[config.mk]
export PLATFORM = sky130hd
export DESIGN_NAME = sel_bit_register
export DESIGN_NICKNAME = d
export VERILOG_FILES = /design/src/rtl/sbr_pkg.sv /design/src/rtl/sbr_mode_decode.sv /design/src/rtl/sbr_addr_decode.sv /design/src/rtl/sbr_cell.sv /design/src/rtl/sel_bit_register.sv
export SDC_FILE = /design/constraint.sdc
export NUM_CORES = 1
export LEC_CHECK = 0
export ABC_AREA = 1
export BUFFER_PORTS_ARGS = -buffer_cell sky130_fd_sc_hd__buf_4
export CORE_AREA = 2 2 39 41
export DETAILED_ROUTE_END_ITERATION = 8
export DIE_AREA = 0 0 41 43
export PLACE_DENSITY = 0.58
export SYNTH_ARGS = -nofsm -noshare
export SYNTH_HDL_FRONTEND = slang
export SYNTH_SLANG_ARGS = --single-unit
export TNS_END_PERCENT = 1
[constraint.sdc]
create_clock -name clk -period 0.85 [get_ports clk]
set_clock_uncertainty 0.05 [all_clocks]
set_input_delay 0.17 -clock clk [delete_from_list [all_inputs] [get_ports clk]]
set_output_delay 0.17 -clock clk [all_outputs]
set_load 0.02 [all_outputs]
[src/rtl/sbr_pkg.sv]
package sbr_pkg;

    // Operating modes, encoded as {clr, !en_n}
    typedef enum logic [1:0] {
        MODE_HOLD  = 2'b00,
        MODE_WRITE = 2'b01,
        MODE_ZERO  = 2'b10,
        MODE_ROUTE = 2'b11
    } mode_e;

    typedef struct packed {
        logic en_n;
        logic clr;
    } ctrl_t;

    typedef struct packed {
        logic sel;
        logic din;
        logic cur;
    } cell_in_t;

    function automatic mode_e decode_mode(ctrl_t c);
        mode_e m;
        case ({c.clr, c.en_n})
            2'b00:   m = MODE_WRITE;
            2'b01:   m = MODE_HOLD;
            2'b10:   m = MODE_ROUTE;
            default: m = MODE_ZERO;
        endcase
        return m;
    endfunction

    function automatic logic cell_next(mode_e m, cell_in_t ci);
        logic n;
        case (m)
            MODE_WRITE: n = ci.sel ? ci.din : ci.cur;
            MODE_ROUTE: n = ci.sel & ci.din;
            MODE_ZERO:  n = 1'b0;
            default:    n = ci.cur;
        endcase
        return n;
    endfunction

endpackage

[src/rtl/sbr_mode_decode.sv]
module sbr_mode_decode
    import sbr_pkg::*;
(
    input  logic  en_n,
    input  logic  clr,
    output mode_e mode
);
    ctrl_t ctrl;

    always_comb begin
        ctrl.en_n = en_n;
        ctrl.clr  = clr;
        mode      = decode_mode(ctrl);
    end
endmodule

[src/rtl/sbr_addr_decode.sv]
module sbr_addr_decode #(
    parameter int WIDTH = 8,
    localparam int AW = $clog2(WIDTH)
) (
    input  logic [AW-1:0]    addr,
    output logic [WIDTH-1:0] sel
);
    for (genvar i = 0; i < WIDTH; i++) begin : g_sel
        assign sel[i] = (addr == AW'(i));
    end
endmodule

[src/rtl/sbr_cell.sv]
module sbr_cell
    import sbr_pkg::*;
(
    input  logic  clk,
    input  logic  rst,
    input  mode_e mode,
    input  logic  sel,
    input  logic  din,
    output logic  q
);
    cell_in_t ci;
    logic     q_nxt;

    always_comb begin
        ci.sel = sel;
        ci.din = din;
        ci.cur = q;
        q_nxt  = cell_next(mode, ci);
    end

    always_ff @(posedge clk) begin
        if (rst) q <= 1'b0;
        else     q <= q_nxt;
    end
endmodule

[src/rtl/sel_bit_register.sv]
module sel_bit_register
    import sbr_pkg::*;
#(
    parameter int WIDTH = 8,
    localparam int AW = $clog2(WIDTH)
) (
    input  logic             clk,
    input  logic             rst,
    input  logic             din,
    input  logic [AW-1:0]    addr,
    input  logic             en_n,
    input  logic             clr,
    output logic [WIDTH-1:0] q
);
    mode_e            mode;
    logic [WIDTH-1:0] sel;

    sbr_mode_decode u_mode (
        .en_n (en_n),
        .clr  (clr),
        .mode (mode)
    );

    sbr_addr_decode #(.WIDTH(WIDTH)) u_addr (
        .addr (addr),
        .sel  (sel)
    );

    for (genvar i = 0; i < WIDTH; i++) begin : g_cell
        sbr_cell u_cell (
            .clk  (clk),
            .rst  (rst),
            .mode (mode),
            .sel  (sel[i]),
            .din  (din),
            .q    (q[i])
        );
    end
endmodule

Yosys cells after proc, flatten, opt, wreduce, memory -nomap -nowiden

Index checks and enable logic that the tools add are counted.

Input bits: 8
Word-level logic and storage cells: 64
Register bits: 8
Output and inout port bits: 8

Reductions and logical operators: 11
Bitwise operators: 8
Equality and inequality tests: 20
Muxes and demuxes: 17

Operators by type and width:

| cell                                                                     | number |
|---|---|
| 1-bit case mux with 3 select lines                                       | 8 |
| 2-bit by 1-bit inequality test with 1-bit output (second input constant) | 8 |
| 2-bit AND reduction                                                      | 8 |
| 3-bit == test (second input constant)                                    | 4 |
| 1-bit AND                                                                | 8 |
| 1-bit two-way mux                                                        | 8 |
| 2-bit == test (second input constant)                                    | 3 |
| 3-bit by 2-bit == test with 1-bit output (second input constant)         | 2 |
| 2-bit case mux with 3 select lines                                       | 1 |
| 2-bit by 1-bit == test with 1-bit output (second input constant)         | 2 |
| 3-bit by 1-bit == test with 1-bit output (second input constant)         | 1 |
| 3-bit zero test                                                          | 1 |
| 3-bit nonzero test                                                       | 1 |
| 2-bit zero test                                                          | 1 |

Logic depth before layout (Yosys ltp)

Gate-level depths: netlist of run 1.

Depth in word-level cells: 5
Depth in mapped cells: 5
Gate-level depth less buffers: 5

Modules after synthesis

Synthesis of run 1 repeated with hierarchy kept, for this count alone.

Cell total of the unflattened synthesis: 105
Area total of the unflattened synthesis: 554.3 µm²

By module, submodules not included:

| module          | sequential area each (µm²) | cells each | times used | area an instance (µm²) |
|---|---|---|---|---|
| sbr_cell        | 20.0                       | 11         | 8          | 61.3 |
| sbr_addr_decode | 0.0                        | 15         | 1          | 56.3 |
| sbr_mode_decode | 0.0                        | 2          | 1          | 7.5 |

Worst setup path after synthesis of run 1

No wires, ideal clock.

Path type: input -> register
Start: input port addr[2]
End: register g_cell[3].u_cell.q
Data required time: 0.685 ns
Buffers on the path: 0
Arrival: 0.561 ns
Cell stages on the path: 4
Library setup time: 0.115 ns
Slack: 0.124 ns
Path through: nor2_2 -> nand3_1 -> nand2_1 -> nor2_1

Cells in the longest elaborated chain, start to end: 3
Elaborated cells on any way between the ends: 5
Those cells by class: eq/ne (2); mux (1); bitwise (1); reduce/logical (1)

Ends and longest elaborated chain:

| element                                                                       | line                   | source |
|---|---|---|
| from (decl)                                                                   | sel_bit_register.sv:10 | `input logic [AW-1:0] addr,` |
| 3-bit by 2-bit == test with 1-bit output *                                    | sbr_addr_decode.sv:9   | `assign sel[i] = (addr == AW'(i));` |
| 1-bit AND or 2-bit by 1-bit inequality test with 1-bit output (tied branches) | -                      |  |
| 1-bit case mux with 3 select lines or 2-bit AND reduction (tied branches)     | -                      |  |
| to (signal assigned)                                                          | sbr_cell.sv:23         | `else q <= q_nxt;` |
| to (decl)                                                                     | sbr_cell.sv:9          | `output logic q` |

Mark *: on every way between the ends. The rest lies on a longest branch, timed or not.
A chain may end at the register's enable or synchronous reset.

Worst setup path after layout of run 1

Start: register g_cell[4].u_cell.q
End: output port q[4]

RTL lines:

| element                | line                   | source |
|---|---|---|
| from (decl)            | sbr_cell.sv:9          |  |
| from (signal assigned) | sbr_cell.sv:23         |  |
| to (decl)              | sel_bit_register.sv:13 | `output logic [WIDTH-1:0] q` |

No word-level cell between the ends.

==> flow_summary.yaml, run 1 <==
run_status:
  status: "finished with violations"
  violations: "negative setup slack"
timing:
  rsz0062_at_grt: "true"
  setup_viol: 8
  drv_slew: 0
  hold_violations: 0
  max_freq_mhz: 1090
  fin_crit_sh_pct: 108
  relSlewSlack_pct: 79.2
  setup_slack_ps: -65.7
  tightest_slew_ps: 311
  period_needed_ps: 916
cells_and_area:
  mostFrequentLayoutCells: "nor2_1 (17), inv_1 (12), nand2_1 (9)"
  final_cells: 102
  antenna_cells: 0
  fin_area_sq_um: 616
  area_delta_synth_final_pct: 26.8
  largest-register: "g_cell.u_cell.q"
  fin_util_pct: 44.5
  final_common_cell: "nor2_1"
  drive_gt1_share_pct: 37.2
  layout.nets: 96
  largest_registers: "g_cell.u_cell.q (8)"
  fillers: 152
  largest_reg_flops: 8
die:
  start_util_pct: 35.1
  die_area_sq_um: 1760
  io-pin-count: 16
  die_w_microns: 41
  core.rowCount: 14
  die_h_microns: 43
  fp.coreArea_sq_um: 1380
clocking:
  cts_buffer_depth: 2
  htreeDepth: 1
  cts_tree: "built"
  cts_hold_buf: 0
  cts_buffers: 3
  clock-sinks: 8
  insertion_delay_ps: 250
  cts.clk_slew.worst_paths_ps: 60
  cts-root-buf: "clkbuf_4"
route:
  drc: 0
  postRouteAntennaNets: 0
  routed_via_density: 4.25
  wl_per_cell_microns: 8.70
  wl_met2_microns: 428
  num_vias: 434
  routed.top_layer: "met3"
  wl_met3_microns: 42
  wl_met1_microns: 415
  dr.pass1.iters: 4
  wl_microns: 887
  drt_iter0_drc: 10
critical_path:
  rr_startpoint: "g_cell[3].u_cell.q$_SDFFE_PP0P_"
  start_kind: "flip-flop"
  crit_family: "flip-flops"
  crit_required_ps: 630
  worst_setup_path_end_kind: "output port"
  worst-path-max-fanout: 2
  crit_chain: "buf_6"
  cp_slowest_stage_delay_ps: 320
  worst-endpoint-arrival_ps: 700
  r2r_end: "g_cell[3].u_cell.q$_SDFFE_PP0P_"
  reg2reg_depth: 4
  r2r_slack_ps: 100
  cp_num_buf_inv: 1
  critPathLaunch: "g_cell[4].u_cell.q$_SDFFE_PP0P_"
  criticalPathCategory: "reg2out"
  worst_path_max_delay_cell: "dfxtp_2"
global_route:
  track_usage_pct: 12.1
  grt_pass1_vias: 372
  grt_max_degree: 9
  grt_pass1_wl_mm: 1.46
  antenna_found_initial: 0
  overflow: 0
pwr:
  p_total_mw: 0.828
  power_frac_clock_pct: 35.3
  power.density_nw_per_um2: 1350
  sw_frac_of_total_pct: 26.4
  power_switching_mw: 0.219
  internal-power_mw: 0.610
  p_leak_nw: 0.285
  ir_drop_mv: 0.630
  power_frac_comb_pct: 17.4
  pwr-share-seq_pct: 47.3
place:
  numPortBuffers: 15
  pre_cts_slack_ps: -103
  dp.cells: 99
  gp_congestion: 0.766
  dp_hpwl_microns: 658
  place_area_sq_um: 553
job:
  max-cap-violations: 0
logic_synthesis:
  ys_warn_count: 0
  syn_inst: 77
  syn_nets: 85
  synth-seq-area-share_pct: 33.0
  syn_area_per_cell_sq_um: 6.30
  syn_area_sq_um: 485
  ys_ff_latch: 8
  synth_cell_types: 11
min_path:
  hold_start: "rst"
  min_path_type: "in2reg"
  hold-path-endpoint: "g_cell[0].u_cell.q$_SDFFE_PP0P_"
  min_path_cells: 4
==> stage by stage <==
step	TNS [ps]	hold WS, ps
global route	-700	163
detailed placement	-409	419
CTS	-559	142
floorplan	0	295
finish	-485	141
global placement	-336	414
==> Yosys cell counts <==
| master | instances | area share [%] |
|---|---|---|
| nor2_1 | 17 | 13 |
| inv_1 | 12 | 9.3 |
| nand2_1 | 9 | 7.0 |
| a21oi_1 | 8 | 8.2 |
| buf_4 | 8 | 12 |
| dfxtp_1 | 8 | 33 |
| nand3_1 | 8 | 8.2 |
| nor2_2 | 3 | 3.9 |
| inv_2 | 2 | 1.5 |
| buf_2 | 1 | 1.0 |
| nor2_4 | 1 | 2.3 |
==> per-layer routing <==
| layer | global-route usage [%] | up-vias |
|---|---|---|
| li1 | - | 242 |
| met1 | 16.8 | 178 |
| met2 | 15.6 | 14 |
| met3 | 1.57 | 0 |
| met4 | 10.0 | 0 |
| met5 | 0 | - |
==> cell type report <==
cell class                      instances  area, sq um  area share (%)
Inverter                               14         52.6            8.54
Timing Repair Buffer                   15          143            23.2
Clock buffer                            3         22.5            3.66
Sequential cell                         8          170            27.6
Multi-Input combinational cell         46          208            33.7
Tap cell                               16         20.0            3.25
==> power groups by stage <==
stage          sequential (mW)  clock, mW  combinational (mW)
2_1_floorplan            0.396          0              0.0938
6_report                 0.392      0.293               0.144
5_1_grt                  0.393      0.321               0.161
3_5_place_dp             0.397          0               0.139
4_1_cts                  0.392      0.304               0.145
3_3_place_gp             0.396          0               0.138
==> cells by family (layout without fill, tap and decap cells) <==
family,Yosys count,after routing,share of synthesized area (%)
AOI/OAI and AO/OA,8,8,8.25
and+or+nand+nor,38,38,34.5
buffers and inverters,23,32,24.2
DFF,8,8,33.0
==> how the worst max path moves through the flow <==
| stage | to | slack, ps | cells past startpoint |
|---|---|---|---|
| 2_1_floorplan | g_cell[3].u_cell.q$_SDFFE_PP0P_ | 120 | 4 |
| 3_3_place_gp | g_cell[3].u_cell.q$_SDFFE_PP0P_ | -80 | 5 |
| 3_5_place_dp | g_cell[3].u_cell.q$_SDFFE_PP0P_ | -100 | 5 |
| 4_1_cts | q[4] | -80 | 1 |
| 5_1_grt | q[4] | -100 | 1 |
| 6_report | q[4] | -70 | 1 |
==> repair_timing <==
action,4_1_cts,5_1_grt
setup buffers,0,0
pin swaps,0,0
setup endpoints to repair,8,8
gates resized for setup,16,0
Note: power is estimated with default switching activity, not from simulation.
==> run 2: changes to the inputs <==
--- a/config.mk
+++ b/config.mk
@@ -10,8 +10,9 @@
 export CORE_AREA = 2 2 39 41
 export DETAILED_ROUTE_END_ITERATION = 8
 export DIE_AREA = 0 0 41 43
-export PLACE_DENSITY = 0.58
+export PLACE_DENSITY = 0.63
 export SYNTH_ARGS = -nofsm -noshare
 export SYNTH_HDL_FRONTEND = slang
+export SYNTH_HIERARCHICAL = 1
 export SYNTH_SLANG_ARGS = --single-unit
 export TNS_END_PERCENT = 1
==> run 2 against run 1 <==
Compared with the run above:
- the flow still finishes with violations (negative setup slack)
- synthesized area up 14%
- cell area rose by 24%
- core utilization rose by 11 points
- cell count up 36%
- fmax fell by 0.83%
- largest cell class unchanged
==> flow_summary.yaml, run 2 <==
clocking:
  htreeDepth: 1
  cts_setup_buffers: 0
  cts_tree: "built"
  cts_buffer_depth: 2
  cts_buffers: 3
  cts_hold_buf: 0
  cts.clk_slew.worst_paths_ps: 60
  insertion_delay_ps: 250
  cts-root-buf: "clkbuf_4"
  clock-sinks: 8
cells_and_area:
  largest_registers: "g_cell.u_cell/q (8)"
  mostFrequentLayoutCells: "inv_1 (35), nor2_1 (24), nand2_1 (20)"
  antenna_cells: 0
  largest_reg_flops: 8
  final_common_cell: "inv_1"
  layout.nets: 133
  drive_gt1_share_pct: 29.3
  area_delta_synth_final_pct: 38.1
  fillers: 144
  largest-register: "g_cell.u_cell/q"
timing:
  rsz0062_at_grt: "true"
  drv_slew: 0
  hold_ws_ps: 158
  setup_viol: 8
  hold_violations: 0
  relSlewSlack_pct: 90.5
  tightest_slew_ps: 141
  period_needed_ps: 923
  fin_crit_sh_pct: 109
  setup_slack_ps: -73.4
  setup_tns_ps: -543
  max_freq_mhz: 1080
logic_synthesis:
  synth_top_area_cell: "dfxtp_1"
  synth-seq-area-share_pct: 28.9
  netlist_top_cells_area: "dfxtp_1 (29%), inv_1 (24%), nor2_1 (16%), nand2_1 (14%), nor2_2 (9.0%)"
  syn_nets: 113
  synth_edf_count: 0
  syn_area_per_cell_sq_um: 5.28
  syn_inst: 105
  synth_most_common_cell: "inv_1"
  synth_top_area_share_pct: 28.9
  synth_flop_cell: "dfxtp_1"
  ys_top_cells_by_count: "inv_1 (35), nor2_1 (24), nand2_1 (20)"
  ys_async_sr_fraction_pct: 0
  ys_ff_latch: 8
  ys_warn_count: 6
  synth_cell_types: 8
  syn_area_sq_um: 554
die:
  die_area_sq_um: 1760
  start_util_pct: 40.1
  io-pin-count: 16
  core.rowCount: 14
  die_w_microns: 41
  fp.coreArea_sq_um: 1380
  die_h_microns: 43
place:
  numPortBuffers: 15
  dp_hpwl_microns: 845
  gp_congestion: 0.776
critical_path:
  crit_required_ps: 630
  r2r_slack_ps: 150
  worst_setup_path_end_kind: "output port"
  cp_num_buf_inv: 1
  criticalPathCategory: "reg2out"
  cp_slowest_stage_delay_ps: 340
  worst_path_max_delay_cell: "dfxtp_2"
  start_kind: "flip-flop"
  worst-endpoint-arrival_ps: 700
  worst-path-max-fanout: 2
  crit_family: "flip-flops"
  crit_chain: "buf_6"
run_status:
  status: "finished with violations"
  violations: "negative setup slack"
global_route:
  grt_pass1_wl_mm: 1.85
  antenna_found_initial: 0
  grt_max_degree: 17
  grt_pass1_vias: 461
  track_usage_pct: 15.3
  overflow: 0
min_path:
  min_path_type: "in2reg"
route:
  wl_per_cell_microns: 7.93
  dr.pass1.iters: 2
  wl_mm: 1.10
  routed_via_density: 4.06
  postRouteAntennaNets: 0
  drt_iter0_drc: 4
  drc: 0
  num_vias: 565
pwr:
  pwr-share-seq_pct: 44.7
  power_switching_mw: 0.249
  p_leak_nw: 0.463
  sw_frac_of_total_pct: 28.5
  power_frac_comb_pct: 20.5
  ir_drop_mv: 0.918
  power_frac_clock_pct: 34.8
  p_total_mw: 0.876
  power.density_nw_per_um2: 1140
  internal-power_mw: 0.627
job:
  max-cap-violations: 0
run 2: cell count changes after synthesis, moves of 5 or more:
cell	delta
nand2_1	+11
inv_1	+23
buf_4	-8
nor2_2	+5
nor2_1	+7
a21oi_1	-8
run 2: metal layers:
metal	GRT usage [%]	wire [microns]	up-vias
li1	-	-	323
met1	21.6	520	230
met2	20.6	511	12
met3	8.38	70	0
met4	2.00	0	0
met5	0	0	-
run 2: worst min-delay path, delay by kind of cell:
kind          cells  cell delay, ps
simple gates      2              80
buf+inv           2             170
run 2: per-stage QoR:
| step | worst slack, ps | std cells | cell area [sq um] | util (%) |
|---|---|---|---|---|
| after global routing | -111 | 139 | 766 | 55.3 |
| after CTS | -81.4 | 139 | 766 | 55.3 |
| after global placement | -49.2 | 136 | 703 | 50.8 |
| after floorplan | 66.7 | 105 | 556 | - |
| final | -73.4 | 139 | 766 | 55.3 |
| after detailed placement | -68.7 | 136 | 703 | 50.8 |
run 2: power groups by stage:
stage	combinational (mW)	sequential, mW	clock [mW]
global route	0.201	0.393	0.349
floorplan	0.0868	0.408	0
detailed placement	0.175	0.397	0
CTS	0.181	0.392	0.318
finish	0.179	0.392	0.305
global placement	0.173	0.397	0
run 2: area by class of cell:
class                   count  area [sq um]  area share (%)
clock buffers               3          22.5            2.94
inverters                  36           135            17.6
multi-input cells          60           255            33.3
flip-flops and latches      8           170            22.2
well taps                  16          20.0            2.61
repair buffers             16           163            21.2
run 2: logic make-up (layout without fill, tap and decap cells):
logic type    count (synthesis)  count (layout)  share of synthesized area, %
flops                         8               8                          28.9
buf+inv                      37              55                          25.1
simple gates                 60              60                          46.1
run 2: path summary, 6_finish.rpt:
check / startpoint / end / depth (start not counted)
worst max-delay path: g_cell[7].u_cell/q$_SDFFE_PP0P_ / q[7] / 1
worst min-delay path: rst / g_cell[5].u_cell/q$_SDFFE_PP0P_ / 4
worst max register to register: g_cell[4].u_cell/q$_SDFFE_PP0P_ / g_cell[4].u_cell/q$_SDFFE_PP0P_ / 4
worst min register to register: g_cell[2].u_cell/q$_SDFFE_PP0P_ / g_cell[2].u_cell/q$_SDFFE_PP0P_ / 4
run 2: timing repair:
item,4_1_cts,5_1_grt
pin swaps,0,0
gates resized for setup,16,0
setup endpoints to repair,8,8
==> run 3: changes to the inputs <==
--- a/config.mk
+++ b/config.mk
@@ -7,9 +7,10 @@
 export LEC_CHECK = 0
 export ABC_AREA = 1
 export BUFFER_PORTS_ARGS = -buffer_cell sky130_fd_sc_hd__buf_4
-export CORE_AREA = 2 2 39 41
+export CAP_MARGIN = 20
+export CORE_AREA = 4 4 41 43
 export DETAILED_ROUTE_END_ITERATION = 8
-export DIE_AREA = 0 0 41 43
+export DIE_AREA = 0 0 45 47
 export PLACE_DENSITY = 0.63
 export SYNTH_ARGS = -nofsm -noshare
 export SYNTH_HDL_FRONTEND = slang
==> run 3 against run 2 <==
Compared with the run above:
- register-to-register slack about the same
- via count up 3.0%
- clock power down 5%
- sequential share of layout area about the same
- flip-flop and latch count unchanged
- highest routed layer is now met4
- worst setup slack better by 8.4 ps
- combinational power about the same
- global-route usage down 1.4 points
- critical endpoint is now q[0]
- clock-buffer cell count unchanged
- critical path depth unchanged
- hold slack better by 7.0 ps
- the flow still finishes with violations (negative setup slack)
- fmax up 0.92%
==> flow_summary.yaml, run 3 (synthesis results as in run 2) <==
critical_path:
  worst-path-max-fanout: 2
  cp_slowest_stage_delay_ps: 340
  worst_path_max_delay_cell: "dfxtp_2"
  worst_setup_path_end_kind: "output port"
  cp_num_buf_inv: 1
  crit_family: "flip-flops"
  criticalPathCategory: "reg2out"
  crit_chain: "buf_6"
  worst-endpoint-arrival_ps: 690
  crit_required_ps: 630
  start_kind: "flip-flop"
route:
  wl_mm: 1.25
  num_vias: 582
  dr.pass1.iters: 4
  wl_per_cell_microns: 9.04
  postRouteAntennaNets: 0
  drt_iter0_drc: 5
  routed_via_density: 4.22
  drc: 0
place:
  pre_cts_slack_ps: -92.6
  dp_hpwl_microns: 906
  dp.cells: 135
  gp_congestion: 0.798
  numPortBuffers: 15
timing:
  setup_tns_ps: -477
  setup_viol: 8
  rsz0062_at_grt: "true"
  setup_slack_ps: -65.0
  period_needed_ps: 915
  fin_crit_sh_pct: 108
  hold_ws_ps: 165
  max_freq_mhz: 1090
  relSlewSlack_pct: 87.7
  tightest_slew_ps: 184
  hold_violations: 0
  drv_slew: 0
pwr:
  p_leak_nw: 0.463
  ir_drop_mv: 0.600
  power.density_nw_per_um2: 1130
clocking:
  cts_buffer_depth: 2
  cts_setup_buffers: 0
  insertion_delay_ps: 250
  htreeDepth: 1
  cts_tree: "built"
  cts.clk_slew.worst_paths_ps: 60
  cts-root-buf: "clkbuf_4"
  clock-sinks: 8
  cts_buffers: 3
global_route:
  grt_max_degree: 17
  antenna_found_initial: 0
  grt_pass1_vias: 509
  overflow: 0
  grt_pass1_wl_mm: 2.07
  track_usage_pct: 13.8
cells_and_area:
  fin_util_pct: 58.8
  largest_reg_flops: 8
  final_common_cell: "inv_1"
  final_cells: 138
  drive_gt1_share_pct: 29.3
  antenna_cells: 0
  largest-register: "g_cell.u_cell/q"
  fillers: 146
  layout.nets: 133
  area_delta_synth_final_pct: 37.9
  mostFrequentLayoutCells: "inv_1 (35), nor2_1 (24), nand2_1 (20)"
  largest_registers: "g_cell.u_cell/q (8)"
die:
  die_h_microns: 47
  fp.coreArea_sq_um: 1300
  die_w_microns: 45
  start_util_pct: 42.6
  core.rowCount: 13
  io-pin-count: 16
  die_area_sq_um: 2120
job:
  max-cap-violations: 0
run_status:
  violations: "negative setup slack"
  status: "finished with violations"
min_path:
  min_path_type: "in2reg"
[run 3: cell counts in the layout (fill, tap and decap cells not counted)]
Identical to the previous run, type by type.
[run 3: metal layers]
metal  GRT usage [%]  vias up  part of all wire, %
met5               0        -                    0
met4            7.02        0                  1.0
met2            23.7       11                   46
met3            3.45        2                  4.5
li1                -      323                    -
met1            15.9      246                   49
[run 3: area by class of cell]
class	count	area (sq um)	share of cell area (%)
multi-input cells	60	255	33.4
flip-flops and latches	8	170	22.3
repair buffers	16	163	21.3
inverters	36	135	17.7
clock buffers	3	22.5	2.95
well taps	15	18.8	2.45
[run 3: repair_timing]
item,CTS,global route
hold buffers,0,0
endpoints found under the setup margin,8,8
gates resized for setup,16,0
[run 3: power breakdown]
part           internal (mW)  switching [mW]  total (mW)
registers              0.386         0.00604       0.392
logic                 0.0783           0.103       0.182
clock network          0.162           0.128       0.290
[run 3: final timing paths]
path,startpoint,end,slack [ps],cells past startpoint
worst max-delay path,g_cell[0].u_cell/q$_SDFFE_PP0P_,q[0],-60,1
worst min-delay path,rst,g_cell[5].u_cell/q$_SDFFE_PP0P_,170,4
worst max register to register,g_cell[3].u_cell/q$_SDFFE_PP0P_,g_cell[3].u_cell/q$_SDFFE_PP0P_,150,4
worst min register to register,g_cell[6].u_cell/q$_SDFFE_PP0P_,g_cell[6].u_cell/q$_SDFFE_PP0P_,510,4
[run 3: stage by stage]
step | power, mW | cell area (sq um)
floorplan | 0.495 | 556
global placement | 0.569 | 702
detailed placement | 0.573 | 702
CTS | 0.883 | 764
global route | 0.932 | 764
finish | 0.863 | 764
